--- config.mk ---
export PLATFORM = sky130hd
export DESIGN_NAME = cfg_boot_loader
export DESIGN_NICKNAME = d
export VERILOG_FILES = /design/src/rtl/cfgld_pkg.sv /design/src/rtl/cfgld_strap.sv /design/src/rtl/cfgld_seq.sv /design/src/rtl/cfgld_shadow.sv /design/src/rtl/cfg_boot_loader.sv
export SDC_FILE = /design/constraint.sdc
export NUM_CORES = 1
export LEC_CHECK = 0
export BUFFER_PORTS_ARGS = -buffer_cell sky130_fd_sc_hd__buf_2
export CORE_UTILIZATION = 37
export DETAILED_ROUTE_END_ITERATION = 7
export GPL_ROUTABILITY_DRIVEN = 0
export GPL_TIMING_DRIVEN = 1
export MAX_ROUTING_LAYER = met4
export PLACE_DENSITY = 0.55
export SLEW_MARGIN = 20
export SYNTH_ARGS = -nofsm -noshare
export SYNTH_HDL_FRONTEND = slang
export SYNTH_SLANG_ARGS = --single-unit
--- constraint.sdc ---
create_clock -name clk -period 1.75 [get_ports clk]
set_input_delay 0.175 -clock clk [delete_from_list [all_inputs] [get_ports clk]]
set_output_delay 0.175 -clock clk [all_outputs]
set_load 0.03 [all_outputs]
--- src/rtl/cfgld_pkg.sv ---
package cfgld_pkg;
  localparam logic [7:0]  DEV_ADDR   = 8'hA0;
  localparam logic [7:0]  SIG_BYTE   = 8'h58;
  localparam logic [15:0] DEF_VID    = 16'h04E2;
  localparam logic [15:0] DEF_PID    = 16'h1410;
  localparam logic [7:0]  DEF_MAXPWR = 8'h32;

  localparam int unsigned OFS_VID_LO = 0;
  localparam int unsigned OFS_VID_HI = 1;
  localparam int unsigned OFS_PID_LO = 2;
  localparam int unsigned OFS_PID_HI = 3;
  localparam int unsigned OFS_ATTR   = 4;
  localparam int unsigned OFS_PWR    = 5;
  localparam int unsigned OFS_SIG    = 7;

  typedef enum logic [2:0] {
    ST_STRAP, ST_REQ, ST_WAIT, ST_EVAL, ST_FIN
  } ld_state_t;

  // Attribute byte built for the fallback path: bit7 always set,
  // bit6 self-powered, bit5 remote wakeup.
  function automatic logic [7:0] fallback_attr(input logic wake, input logic bus);
    return {1'b1, ~bus, wake, 5'b00000};
  endfunction

  function automatic logic attr_wake(input logic [7:0] a);
    return a[5];
  endfunction

  function automatic logic attr_bus(input logic [7:0] a);
    return ~a[6];
  endfunction

  // Strap decode: a low data line enables wakeup, a low clock line
  // selects bus power.
  function automatic logic strap_wake(input logic sda);
    return ~sda;
  endfunction

  function automatic logic strap_bus(input logic scl);
    return ~scl;
  endfunction
endpackage

--- src/rtl/cfgld_strap.sv ---
module cfgld_strap (
  input  logic clk,
  input  logic rst_n,
  input  logic sample,
  input  logic sda,
  input  logic scl,
  output logic wake,
  output logic bus
);
  import cfgld_pkg::*;

  always_ff @(posedge clk) begin
    if (!rst_n) begin
      wake <= 1'b0;
      bus  <= 1'b0;
    end else if (sample) begin
      wake <= strap_wake(sda);
      bus  <= strap_bus(scl);
    end
  end
endmodule

--- src/rtl/cfgld_seq.sv ---
module cfgld_seq #(
  parameter int unsigned REC_BYTES = 8
) (
  input  logic                         clk,
  input  logic                         rst_n,
  input  logic                         rd_valid,
  input  logic                         rd_err,
  output logic                         rd_req,
  output logic [$clog2(REC_BYTES)-1:0] rd_addr,
  output logic                         samp_pulse,
  output logic                         cap_fire,
  output logic                         eval_fire,
  output logic                         aborted
);
  import cfgld_pkg::*;
  localparam int unsigned IDX_W = $clog2(REC_BYTES);
  localparam logic [IDX_W-1:0] LAST_IDX = IDX_W'(REC_BYTES - 1);

  ld_state_t        st;
  logic [IDX_W-1:0] idx;
  logic             last_byte;

  assign last_byte  = (idx == LAST_IDX);
  assign rd_req     = (st == ST_REQ);
  assign rd_addr    = idx;
  assign samp_pulse = (st == ST_STRAP);
  // An error wins over data arriving in the same cycle.
  assign cap_fire   = (st == ST_WAIT) && rd_valid && !rd_err;
  assign eval_fire  = (st == ST_EVAL);

  always_ff @(posedge clk) begin
    if (!rst_n) begin
      st      <= ST_STRAP;
      idx     <= '0;
      aborted <= 1'b0;
    end else begin
      case (st)
        ST_STRAP: st <= ST_REQ;
        ST_REQ:   st <= ST_WAIT;
        ST_WAIT: begin
          if (rd_err) begin
            aborted <= 1'b1;
            st      <= ST_EVAL;
          end else if (rd_valid) begin
            if (last_byte) begin
              st <= ST_EVAL;
            end else begin
              idx <= idx + 1'b1;
              st  <= ST_REQ;
            end
          end
        end
        ST_EVAL: st <= ST_FIN;
        default: st <= st;
      endcase
    end
  end
endmodule

--- src/rtl/cfgld_shadow.sv ---
module cfgld_shadow #(
  parameter int unsigned REC_BYTES = 8
) (
  input  logic                         clk,
  input  logic                         rst_n,
  input  logic                         cap,
  input  logic [$clog2(REC_BYTES)-1:0] idx,
  input  logic [7:0]                   data,
  output logic [REC_BYTES*8-1:0]       rec
);
  localparam int unsigned IDX_W = $clog2(REC_BYTES);

  for (genvar b = 0; b < REC_BYTES; b++) begin : g_byte
    always_ff @(posedge clk) begin
      if (!rst_n) begin
        rec[b*8 +: 8] <= 8'h00;
      end else if (cap && (idx == IDX_W'(b))) begin
        rec[b*8 +: 8] <= data;
      end
    end
  end
endmodule

--- src/rtl/cfg_boot_loader.sv ---
module cfg_boot_loader #(
  parameter int unsigned REC_BYTES = 8
) (
  input  logic                         clk,
  input  logic                         rst_n,
  input  logic                         strap_sda,
  input  logic                         strap_scl,
  output logic                         rd_req,
  output logic [7:0]                   rd_dev,
  output logic [$clog2(REC_BYTES)-1:0] rd_addr,
  input  logic                         rd_valid,
  input  logic [7:0]                   rd_data,
  input  logic                         rd_err,
  output logic [15:0]                  vendor_id,
  output logic [15:0]                  product_id,
  output logic [7:0]                   attr,
  output logic [7:0]                   max_power,
  output logic                         wakeup_en,
  output logic                         bus_powered,
  output logic                         from_eeprom,
  output logic                         done
);
  import cfgld_pkg::*;

  logic                   samp_pulse, cap_fire, eval_fire, aborted;
  logic                   s_wake, s_bus;
  logic [REC_BYTES*8-1:0] rec;
  logic                   rec_ok;
  logic [7:0]             rec_attr;

  assign rd_dev = DEV_ADDR;

  cfgld_strap u_strap (
    .clk(clk), .rst_n(rst_n), .sample(samp_pulse),
    .sda(strap_sda), .scl(strap_scl), .wake(s_wake), .bus(s_bus)
  );

  cfgld_seq #(.REC_BYTES(REC_BYTES)) u_seq (
    .clk(clk), .rst_n(rst_n), .rd_valid(rd_valid), .rd_err(rd_err),
    .rd_req(rd_req), .rd_addr(rd_addr), .samp_pulse(samp_pulse),
    .cap_fire(cap_fire), .eval_fire(eval_fire), .aborted(aborted)
  );

  cfgld_shadow #(.REC_BYTES(REC_BYTES)) u_shadow (
    .clk(clk), .rst_n(rst_n), .cap(cap_fire), .idx(rd_addr),
    .data(rd_data), .rec(rec)
  );

  assign rec_attr = rec[OFS_ATTR*8 +: 8];
  assign rec_ok   = !aborted && (rec[OFS_SIG*8 +: 8] == SIG_BYTE);

  always_ff @(posedge clk) begin
    if (!rst_n) begin
      vendor_id   <= DEF_VID;
      product_id  <= DEF_PID;
      attr        <= 8'h00;
      max_power   <= 8'h00;
      wakeup_en   <= 1'b0;
      bus_powered <= 1'b0;
      from_eeprom <= 1'b0;
      done        <= 1'b0;
    end else begin
      done <= eval_fire;
      if (eval_fire) begin
        if (rec_ok) begin
          vendor_id   <= {rec[OFS_VID_HI*8 +: 8], rec[OFS_VID_LO*8 +: 8]};
          product_id  <= {rec[OFS_PID_HI*8 +: 8], rec[OFS_PID_LO*8 +: 8]};
          attr        <= rec_attr;
          max_power   <= rec[OFS_PWR*8 +: 8];
          wakeup_en   <= attr_wake(rec_attr);
          bus_powered <= attr_bus(rec_attr);
          from_eeprom <= 1'b1;
        end else begin
          vendor_id   <= DEF_VID;
          product_id  <= DEF_PID;
          attr        <= fallback_attr(s_wake, s_bus);
          max_power   <= DEF_MAXPWR;
          wakeup_en   <= s_wake;
          bus_powered <= s_bus;
          from_eeprom <= 1'b0;
        end
      end
    end
  end
endmodule

Yosys cells after proc, flatten, opt, wreduce, memory -nomap -nowiden
Cells that the tools add are included. Widths: inputs -> output; s select.

Add/sub/neg operators: 1. Reductions and logical operators: 18. Multipliers: 0. Shift operators: 0. Multiplexer cells: 11. Magnitude comparators: 0. Equal/unequal tests: 11. Divide/modulo/power cells: 0. Bitwise operators: 6.

Operators by type and width (count): $mux 16 (2); $mux 8 (2); $eq 3x2->1 const B (4); $pmux 3 s4 (1); $logic_and 1x1->1 (10); $eq 3x3->1 const B (3); $eq 8x7->1 const B (1); $eq 3x1->1 const B (2); $logic_not 3->1 (2); $mux 3 (2); $not 1->1 (6); $reduce_and 2->1 (2); $reduce_and 4->1 (1); $reduce_bool 4->1 (1); $add 3x1->3 const B (1); $mux 1 (3); $ne 3x3->1 const B (1); $logic_not 1->1 (2); $mux 2 (1).

Memory bits (writable): 0. Bits in latches: 0. Logic and storage cells: 67. Output and inout port bits: 64. Flip-flop bits (word level): 117. Bits of input ports: 14. ROM bits: 0. Memories: 0.

Logic depth before layout (Yosys ltp)
Depth after elaboration: 5. Gate-level depth with buffers: 7. Depth with buffers taken out: 6.

By module
A second synthesis with hierarchy kept.

Cell total of the unflattened synthesis: 514. Area, all modules: 4994.8 sq um.

Modules (own cells, without submodules): cfgld_shadow (area an instance 2348.5 sq um, sequential area each 1281.2 sq um, cells an instance 223, times used 1); cfg_boot_loader (area an instance 2217.1 sq um, sequential area each 1021.0 sq um, cells an instance 247, times used 1); cfgld_seq (area an instance 361.6 sq um, sequential area each 140.1 sq um, cells an instance 38, times used 1); cfgld_strap (area an instance 67.6 sq um, sequential area each 40.0 sq um, cells an instance 6, times used 1).

Least setup slack after synthesis
No wires, ideal clock.

Path type: reg-to-reg. Start: register u_seq.idx[1], in the netlist u_seq.rd_addr[1]. End: register u_shadow.rec[56]. Period minus slack after synthesis: 1.793 ns. Setup time: 0.122 ns. Cell stages (with the launch flop): 7. Path slack: -0.043 ns. Arrival: 1.671 ns. Buffers on the path: 1. Data required time: 1.628 ns. Cell sequence: dfxtp_1 ha_1 ha_1 clkbuf_1 nand3_1 nand2_1 a21boi_0.

Cells in the longest elaborated chain, start to end: 2.

RTL lines: from (decl) (RTL line cfgld_seq.sv:20) `logic [IDX_W-1:0] idx;`; from (signal assigned) (RTL line cfgld_seq.sv:48) `idx <= idx + 1'b1;`; $eq 3x3->1 (RTL line cfgld_shadow.sv:17) `end else if (cap && (idx == IDX_W'(b))) begin`; $logic_and 1x1->1 (RTL line cfgld_shadow.sv:17); to (signal, indexed assignment) (RTL line cfgld_shadow.sv:18) `rec[b*8 +: 8] <= data;`; to (decl) (RTL line cfgld_shadow.sv:9) `output logic [REC_BYTES*8-1:0] rec`.

Every way passes these cells. A chain may end at the register's enable or synchronous reset.

Final worst setup path
Start: register u_seq.st[0]. End: register u_shadow.rec[59].

Cells in the longest elaborated chain, start to end: 4.

RTL lines: from (decl) (RTL line cfgld_seq.sv:19) `ld_state_t st;`; from (signal assigned) (RTL line cfgld_seq.sv:54) `default: st <= st;`; $eq 3x2->1 (RTL line cfgld_seq.sv:28) `assign cap_fire = (st == ST_WAIT) && rd_valid && !rd_err;`; $logic_and 1x1->1 (2 in series) (RTL line cfgld_seq.sv:28); $logic_and 1x1->1 (RTL line cfgld_shadow.sv:17).

Every way passes these cells.

==> reports/qor.txt <==
Status -> finished, final reports clean
Die ar. -> 0.0130 mm^2
Core ar. -> 0.0121 mm^2
HPWL after detailed placement -> 7260 um
Critical path arrival -> 1.89 ns
Drt initial violations -> 221
Mux contribution to synthesized area -> 8.85%
Via count -> 3591
CP Max Fanout -> 8
Crit path largest cell delay -> 0.37 ns
Starting Density -> 38.3%
Post_cts resized -> 0
Nets@finish -> 591
Leakage -> 0.00246 uW
Critical Path RT -> 2.03 ns
Final cycle utilization of the critical path -> 92.2%
Xor/xnor cell area share of the yosys netlist -> 0.189%
Synth Area in Compound Gates -> 12.3%
Post-route setup TNS -> 0 ns
DP Area -> 0.00516 mm^2
Clock Sinks -> 116
Mapped cell area -> 0.00464 mm^2
# rows -> 40
Root Buffer -> clkbuf_16
First-pass detailed-route iteration total -> 4
Yosys cell types -> 37
Fraction of layout cells with a size suffix above 1 -> 21.9%
Vias in the first global route -> 3420
Total Wirelength -> 10800 um
Cell Chain, Critical Path -> buf_4 -> nor3b_1 -> nand3_1 -> nand2_1 -> a21boi_0
Slowest cell on crit path -> nor3b_1
Post-Synth Adder-Cell Area -> 1.62%
Final number of setup-violating endpoints -> 0
Largest net degree at the start of global routing -> 71
First-pass GRT wire length -> 17600 um
Hold crit path type -> input port to flip-flop
Routed wire length per instance -> 14.4 um
FILL cells -> 1197
Final Max Tran Viols -> 0
Min-delay src -> strap_scl
Worst r2r src -> u_seq.st[0]
Post-cts hold buffer count -> 0
Gr ovfl total -> 0
# IOs -> 78
Design area -> 0.00585 mm^2
CP Launch Type -> flip-flop
Antenna cells -> 0
Die height -> 114 um
Post-synth top flop -> dfxtp_1
Setup Skew -> 0.00594 ns
ANT nets after route -> 0
Worst skew pair latency -> 0.41 ns
Residual DRC count -> 0
CP startpoint -> u_seq.st[0]
R2R Setup Slk -> 0.14 ns
CTS buffer count -> 17
H-tree depth -> 4
DP Worst Slack -> 0.160 ns
Tmin final -> 1.61 ns
Async S/R FF share, synth -> 0%
Antenna violations before repair -> 0
Setup bufs post-CTS -> 0
CTS tree -> built
Fmax -> 0.620 GHz
Syn avg cell area -> 9.14 um^2
Clk buf depth -> 2
Seq/Total Area, Yosys -> 50.1%
Die width -> 114 um
Most frequent cells in the layout -> 114 x dfxtp_1, 105 x nand2_1, 69 x buf_2
Final hold violation count -> 0
Area Growth Syn to Fin -> 26.2%
Largest family of logic cells by synthesized area -> simple AND/OR/NAND/NOR gates
Synth Warn # -> 0
Final Power -> 7060 uW
Port Buffers -> 69
CP Capture Type -> flip-flop
Post-Synth Simple-Gate Area -> 21.0%
EDFF count, synth -> 0
RSZ-0062 raised after global routing -> false
Pwr Density -> 1210 mW/mm^2
Seq cells post-synth -> 116
Clock transition at path regs -> 0.05 ns
Synth Instances -> 507
Crit path kind -> flip-flop to flip-flop
Commonest non-fill, non-tap cell in the layout -> dfxtp_1
GR Util All Layers -> 18.5%
DR vias/cell -> 4.78
Core Util, Final -> 48.3%
Max-Cap Viols -> 0
Worst vdd ir -> 0.688 mV
Worst Setup Slack, final -> 0.137 ns
## final timing paths
check                           to  depth (start not counted)
setup / recovery  u_shadow.rec[59]                          5
hold / removal         u_strap.bus                          3
setup reg to reg  u_shadow.rec[59]                          5
hold reg to reg      product_id[1]                          2
## metal layers
layer  share of wire, %  global-route usage (%)
met4                1.1                    6.23
met5                  0                       -
met1                 49                    23.3
met2                 46                    28.5
met3                3.8                    5.42
## state kept, by name (all words and copies together), names as in the netlist
| name | flops |
|---|---|
| max_power | 8 |
| u_seq.aborted | 1 |
| u_seq.st | 3 |
| u_strap.wake | 1 |
| u_seq.rd_addr | 3 |
| bus_powered | 1 |
| attr | 8 |
| vendor_id | 16 |
| from_eeprom | 1 |
| u_shadow.rec | 56 |
| u_strap.bus | 1 |
| done | 1 |
| product_id | 16 |
## cells in the mapped netlist (all sizes together) (2+ instances only)
cell	number	area (um^2)
ha	6	75.1
buf	22	156
clkbuf	25	93.8
inv	5	18.8
a21boi	50	375
nor3	11	77.6
o21a	4	30.0
and3	2	12.5
nand2	108	413
nor3b	2	15.0
a21oi	7	35.0
nor2	17	80.1
mux2i	41	410
and2	3	18.8
nor2b	4	25.0
dfxtp	116	2320
o211a	3	30.0
conb	2	7.51
nand3	53	265
o21ai	14	70.1
## stage by stage
step / hold slack, ns / std cells
4_1_cts: 0.0235 / 752
6_report: 0.0368 / 752
5_1_grt: 0.0496 / 752
2_1_floorplan: 0.331 / 513
3_5_place_dp: 0.448 / 720
3_3_place_gp: 0.437 / 720
## power breakdown
part	leakage, uW	internal, uW	switching, uW
Combinational	0.00118	112	238
Sequential	0.000937	2680	22.1
Clock	0.000337	2860	1160
Total	0.00246	5650	1420
## logic make-up after synthesis
group	count (synthesis)
XOR/XNOR	1
flip-flops	116
adder cells (fa/ha/maj)	6
other	2
multiplexers	41
buffers and inverters	52
AO/OA/AOI/OAI	82
AND/OR/NAND/NOR	207
## critical path: cells and delay by family, from the launching register on
| family | cells | cell delay, ns |
|---|---|---|
| AO/OA/AOI/OAI | 1 | 0.11 |
| AND/OR/NAND/NOR | 3 | 0.87 |
| flip-flops | 1 | 0.35 |
| buffers and inverters | 1 | 0.16 |
## final cells by class
class	instances	area, um^2	area share [%]
Sequential cell	116	2320	39.7
Multi-Input combinational cell	345	2070	35.3
Timing Repair Buffer	86	536	9.15
Clock buffer	24	502	8.58
Tap cell	168	210	3.59
Clock inverter	8	193	3.29
Inverter	5	18.8	0.321
No activity file was read; power rests on OpenSTA's default activity.
